**src/rtl/ctick_timer.sv**
```systemverilog
module ctick_timer #(
  parameter int DATA_W   = 64,
  parameter int CNT_W    = 48,
  parameter int TICK_DIV = 2
) (
  input  logic              clk,
  input  logic              rst_n,
  input  logic              wr_en,
  input  logic [1:0]        wr_addr,
  input  logic [DATA_W-1:0] wr_data,
  input  logic [1:0]        rd_addr,
  output logic [DATA_W-1:0] rd_data,
  output logic              irq
);
  localparam int DIV_W = (TICK_DIV > 1) ? $clog2(TICK_DIV) : 1;

  logic [DIV_W-1:0]  pdiv;
  logic [DATA_W-1:0] cfg, stable;
  logic [CNT_W-1:0]  cnt, reload, wr_load;
  logic              tick, cfg_wr, clr_wr, expire;

  assign tick    = (pdiv == DIV_W'(TICK_DIV - 1));
  assign cfg_wr  = wr_en && (wr_addr == 2'd0);
  assign clr_wr  = wr_en && (wr_addr == 2'd3) && wr_data[0];
  assign reload  = {cfg[CNT_W-1:2], 2'b00};
  assign wr_load = {wr_data[CNT_W-1:2], 2'b00};
  assign expire  = tick && cfg[0] && (cnt <= CNT_W'(1));

  always_ff @(posedge clk) begin
    if (!rst_n) begin
      pdiv   <= '0;
      stable <= '0;
    end else begin
      pdiv <= tick ? '0 : pdiv + DIV_W'(1);
      if (tick) stable <= stable + DATA_W'(1);
    end
  end

  always_ff @(posedge clk) begin
    if (!rst_n) begin
      cfg <= '0;
      cnt <= '0;
    end else if (cfg_wr) begin
      cfg <= wr_data;
      if (wr_data[0]) cnt <= wr_load;
    end else if (tick && cfg[0]) begin
      if (!expire) cnt <= cnt - CNT_W'(1);
      else if (cfg[1]) cnt <= reload;
      else begin
        cnt    <= '0;
        cfg[0] <= 1'b0;
      end
    end
  end

  always_ff @(posedge clk) begin
    if (!rst_n)      irq <= 1'b0;
    else if (expire) irq <= 1'b1;
    else if (clr_wr) irq <= 1'b0;
  end

  always_comb begin
    case (rd_addr)
      2'd0:    rd_data = cfg;
      2'd1:    rd_data = DATA_W'(cnt);
      2'd2:    rd_data = stable;
      default: rd_data = {{(DATA_W-1){1'b0}}, irq};
    endcase
  end
endmodule


```
**config.mk**
```make
export PLATFORM = sky130hd
export DESIGN_NAME = ctick_timer
export DESIGN_NICKNAME = d
export VERILOG_FILES = /design/src/rtl/ctick_timer.sv
export SDC_FILE = /design/constraint.sdc
export NUM_CORES = 1
export LEC_CHECK = 0
export BUFFER_PORTS_ARGS = -buffer_cell sky130_fd_sc_hd__buf_4
export CORE_MARGIN = 3
export CORE_UTILIZATION = 58
export DETAILED_ROUTE_END_ITERATION = 12
export GPL_TIMING_DRIVEN = 1
export MAX_ROUTING_LAYER = met4
export PLACE_DENSITY_LB_ADDON = 0.2
export SYNTH_ARGS = -nofsm -noshare
export SYNTH_HDL_FRONTEND = slang
export SYNTH_SLANG_ARGS = --single-unit
```
**constraint.sdc**
```tcl
create_clock -name clk -period 3.8 [get_ports clk]
set_clock_uncertainty 0.05 [all_clocks]
set_input_delay 0 -clock clk [delete_from_list [all_inputs] [get_ports clk]]
set_output_delay 0 -clock clk [all_outputs]
set_load 0.02 [all_outputs]
```
== After elaboration in Yosys (flattened, before gate mapping) ==
Index checks and enable logic that the tools add are counted.

* Bitwise operators: 1
* $add $sub $neg: 3
* Reductions and logical operators: 13
* Multiplexer cells: 12
* Equal/unequal tests: 5
* Magnitude comparators: 1

{| class="wikitable"
|+ Operators by type and width
! operator !! number
|-
| 48-bit 2-to-1 mux || 5
|-
| 64-bit case mux with 3 select lines || 1
|-
| 64-bit by 1-bit adder with 64-bit output (second input constant) || 1
|-
| 48-bit by 1-bit <= comparator with 1-bit output (second input constant) || 1
|-
| 48-bit by 1-bit subtractor with 48-bit output (second input constant) || 1
|-
| 1-bit 2-to-1 mux || 6
|-
| 2-bit nonzero test || 3
|-
| 1-bit logical AND || 5
|-
| 2-bit == test (second input constant) || 2
|-
| 2-bit zero test || 2
|-
| 3-bit AND reduction || 1
|-
| 2-bit by 1-bit == test with 1-bit output (second input constant) || 1
|-
| 2-bit by 1-bit inequality test with 1-bit output (second input constant) || 1
|-
| 2-bit inequality test (second input constant) || 1
|-
| 2-bit AND reduction || 1
|-
| 2-bit OR reduction || 1
|-
| 1-bit adder (second input constant) || 1
|-
| 1-bit NOT || 1
|}

* Input port bits: 71
* Word-level logic and storage cells: 41
* Register bits after elaboration: 178
* Output and inout port bits: 65

== Longest topological paths before layout ==
* Depth after elaboration: 5
* Gate-level depth with buffers: 12

== Worst setup path before layout ==
Ideal clock, no wire load.

* Kind: reg2reg
* Start point: register cnt[6]
* End point: register cnt[30]
* Stages on the path, launching flop included: 8
* Buffers on the path: 1
* Path slack: 1.165 ns
* Setup time: 0.131 ns
* Arrival time: 2.454 ns
* Cell sequence: dfxtp_1 > buf_6 > or4_4 > or4_4 > or3_4 > or3_1 > mux2i_1 > o22ai_1

* Word-level cells in the longest chain between the ends: 5
* Elaborated cells between the ends (all ways): 6
* Those cells by class: add/sub (1); order compare (1); mux (3); reduce/logical (1)

{| class="wikitable"
|+ RTL lines
! element !! line !! text
|-
| start: declaration || 19 || <nowiki>logic [CNT_W-1:0] cnt, reload, wr_load;</nowiki>
|-
| start signal: assignment || 45 || <nowiki>if (wr_data[0]) cnt <= wr_load;</nowiki>
|-
| start signal: assignment || 47 || <nowiki>if (!expire) cnt <= cnt - CNT_W'(1);</nowiki>
|-
| start signal: assignment || 48 || <nowiki>else if (cfg[1]) cnt <= reload;</nowiki>
|-
| 48-bit by 1-bit <= comparator with 1-bit output || 27 || <nowiki>assign expire = tick && cfg[0] && (cnt <= CNT_W'(1));</nowiki>
|-
| 1-bit logical AND || 27 ||
|-
| 48-bit 2-to-1 mux (*) || 47 ||
|-
| 48-bit 2-to-1 mux (*) || 46 || <nowiki>end else if (tick && cfg[0]) begin</nowiki>
|-
| 48-bit 2-to-1 mux (*) || 43 || <nowiki>end else if (cfg_wr) begin</nowiki>
|}

Mark *: on every way between the ends. The rest lies on a longest branch, timed or not. The select of a mux whose other input is x is not followed.
A chain may end at the register's enable or synchronous reset.

== Worst setup path in the final report ==
* Start point: register cnt[6]
* End point: register cnt[29]

The elaborated chain is that of the path after synthesis.

==> results.txt <==
Status: complete, no violations
Worst slew margin: 31.80%
Setup TNS Final: 0 ns
Synth-to-Final Area Change: 24.09%
DP Cell Count: 1,578
Initial antenna violation count: 0
Number of global-route vias before repair: 9,955
Max Cap Violations: 0
Post-synthesis sequential area ratio: 36.07%
Leak: 4.732 nW
Worst slew pin tran: 1.019 ns
Setup crit end kind: flip-flop
Multi-input combinational cell area: 5916 µm²
Final nets: 1,521
Pin count of the biggest net entering global routing: 65
CP cell instances: or4_4 > nor4_2 > and4_1 > buf_4 > and2_1 > a221oi_1 > o22ai_1
Crit Path Class: flip-flop to flip-flop
Initial DRC count: 1,674
Clk root buf: clkbuf_16
Slew Viols, Final: 0
ANT cells: 0
Final count of hold timing violations: 0
Worst skew pair latency: 0.44 ns
Top cell family by delay on the critical path: simple AND/OR/NAND/NOR gates
Clock share of power: 36.5%
Flops & latches, synth: 178
Starting Density: 59.36%
Max Freq: 292.2 MHz
Async set-reset flop share out of synthesis: 0%
Internal power: 0.003325 W
Die width: 136.5 µm
CP max stage cell: or4_4
Die ar.: 18,630 µm²
Hold/Removal Path Class: primary input to flip-flop
Clock transition at path regs: 0.07 ns
Area occupied by registers: 3563 µm²
H-tree depth: 4
PortBufs: 135
Crit path max fanout: 34
RSZ-0062 raised after global routing: no
Yosys warnings: 0
Peak supply drop: 335.8 µV
GPL Wtd Cong: 0.9886
Fillcell total: 1,277
Period utilisation layout: 90.06%
Most frequent cells in the layout: nand2_1 (250), dfxtp_1 (178), buf_4 (156), a21oi_1 (112), nor2_1 (111)
Syn Std Cell Area: 9878 µm²
Pwr dens: 401.2 nW/µm²
Post-route ant nets: 0
Layout cells sized above 1: 14.73%
Pre-antenna DRT Iters: 7
GRT overflow: 0
Worst setup SP type: flip-flop
Switch share: 32.39%
Final setup fails: 0
Mean post-synth cell area: 7.593 µm²
Synth Flop Type: dfxtp_1
Num CTS Buffers: 17
Chip height: 136.5 µm
Finished Layout Cells: 1,680
I/O Pins: 136
Drt drc: 0
Clock buffer depth: 2
DP HPWL: 22,520 µm
# rows: 47
Post-synth EDFFs: 0
Final core occ: 73.66%
Post-synthesis cell count: 1,301
Worst EP required: 4.12 ns
CP bufs+invs: 1
DRT Wirelength: 34,180 µm
Gr usage total: 37.06%
Critical path arrival: 3.74 ns
Combinational power share: 21.9%
Final min period: 3.422 ns
DR vias: 10,930
Routed wire length per instance: 20.35 µm
Synth Net Count: 1,375
# resized after CTS: 0
Area of the core: 16,640 µm²
Clock sinks: 178
CP max stage delay: 0.60 ns
Commonest non-fill, non-tap cell in the layout: nand2_1
Switch Pwr: 0.001593 W
Seq pwr share: 41.6%
Synth cell types: 67
First-pass GRT wire length: 53,190 µm
DR vias/cell: 6.508
CTS tree: done
stage by stage:
step | total power [W] | setup slack (ns) | hold slack, ns | instance area, µm²
3_3_place_gp | 0.003048 | 0.6298 | 0.1984 | 10970
3_5_place_dp | 0.003059 | 0.4870 | 0.2044 | 10970
6_report | 0.004918 | 0.3776 | 0.04854 | 12260
4_1_cts | 0.004883 | 0.4707 | 0.02215 | 12260
5_1_grt | 0.005090 | 0.1877 | 0.03846 | 12260
2_1_floorplan | 0.002742 | 1.165 | 0.08596 | 9878
kinds of logic after synthesis:
family                   after synthesis  synth area share [%]
AO/OA/AOI/OAI                        316                 19.39
flip-flops                           178                 36.07
adder cells (fa/ha/maj)                3                0.3800
buffers and inverters                109                 4.408
XOR/XNOR                              45                 3.990
multiplexers                          76                 7.828
AND/OR/NAND/NOR                      574                 27.93
power groups by stage:
stage                     clock [W]  combinational (W)  sequential (W)
after detailed placement          0           0.000978         0.00208
after global placement            0           0.000970         0.00208
after global routing        0.00187            0.00116         0.00206
after CTS                   0.00180            0.00105         0.00204
after floorplan                   0           0.000706         0.00204
final                       0.00180            0.00108         0.00205
path summary, 6_finish.rpt:
kind / from / slack [ns] / cells past startpoint / to
worst max-delay path: cnt[6] / 0.38 / 7 / cnt[29]
worst max register to register: cnt[6] / 0.38 / 7 / cnt[29]
worst min register to register: cfg[61] / 0.41 / 2 / cfg[61]
worst min-delay path: rst_n / 0.05 / 2 / stable[62]
worst register-to-register path, cell delays in order (launching register included):
cell and delay [ns]:
dfxtp_1 0.39, or4_4 0.60, nor4_2 0.49, and4_1 0.51
buf_4 0.42, and2_1 0.56, a221oi_1 0.19, o22ai_1 0.15
cell type report:
class                      instances  area share (%)
clock inverter                    15           1.358
multi-input combinational       1014           48.26
clock buffer                      17           3.470
tap                              220           2.246
inverter                          10          0.3266
timing repair buffer             226           15.27
sequential                       178           29.07
registers in the layout (all words and copies together) (netlist names):
register / cells
pdiv: 1
irq: 1
stable: 64
cnt: 48
cfg: 64
metal layers:
metal	global-route usage (%)	routed length (µm)	share of wire, %	up-vias
met1	51.20	13820	40	5155
met4	12.65	1188	3.5	0
met2	54.76	15440	45	683
li1	-	-	-	4977
met3	6.838	3738	11	118
met5	-	0	0	-
Yosys cell counts (4+ instances only):
cell type,instances,share of area [%]
dfxtp_1,178,36
o21ai_0,91,4.6
a311oi_1,11,0.98
a22o_1,5,0.44
a21boi_0,4,0.30
o32ai_1,8,0.71
a211oi_1,4,0.30
a221oi_1,10,0.89
xnor2_1,15,1.3
and2_1,11,0.70
or4_1,16,1.2
o31ai_1,14,1.1
nor3_1,22,1.1
nand3_1,36,1.8
xor2_1,30,2.7
and3_1,13,0.82
buf_1,10,0.38
o22ai_1,22,1.4
and4_1,10,0.89
mux2i_1,75,7.6
nand2_1,251,9.5
inv_1,9,0.34
a21oi_1,112,5.7
or2_2,5,0.32
a31oi_1,4,0.25
nor4_1,22,1.4
nor2_1,111,4.2
or3_1,29,1.8
clkbuf_1,79,3.0
nand4_1,23,1.5
buf_2,6,0.30
a32o_1,4,0.41
what timing repair did:
item / CTS / global route
endpoints found under the hold margin: 109 / 0
setup buffers: 0 / 0
hold buffers: 70 / 0
endpoints found under the setup margin: 0 / 0
(Power assumes the default switching activity.)
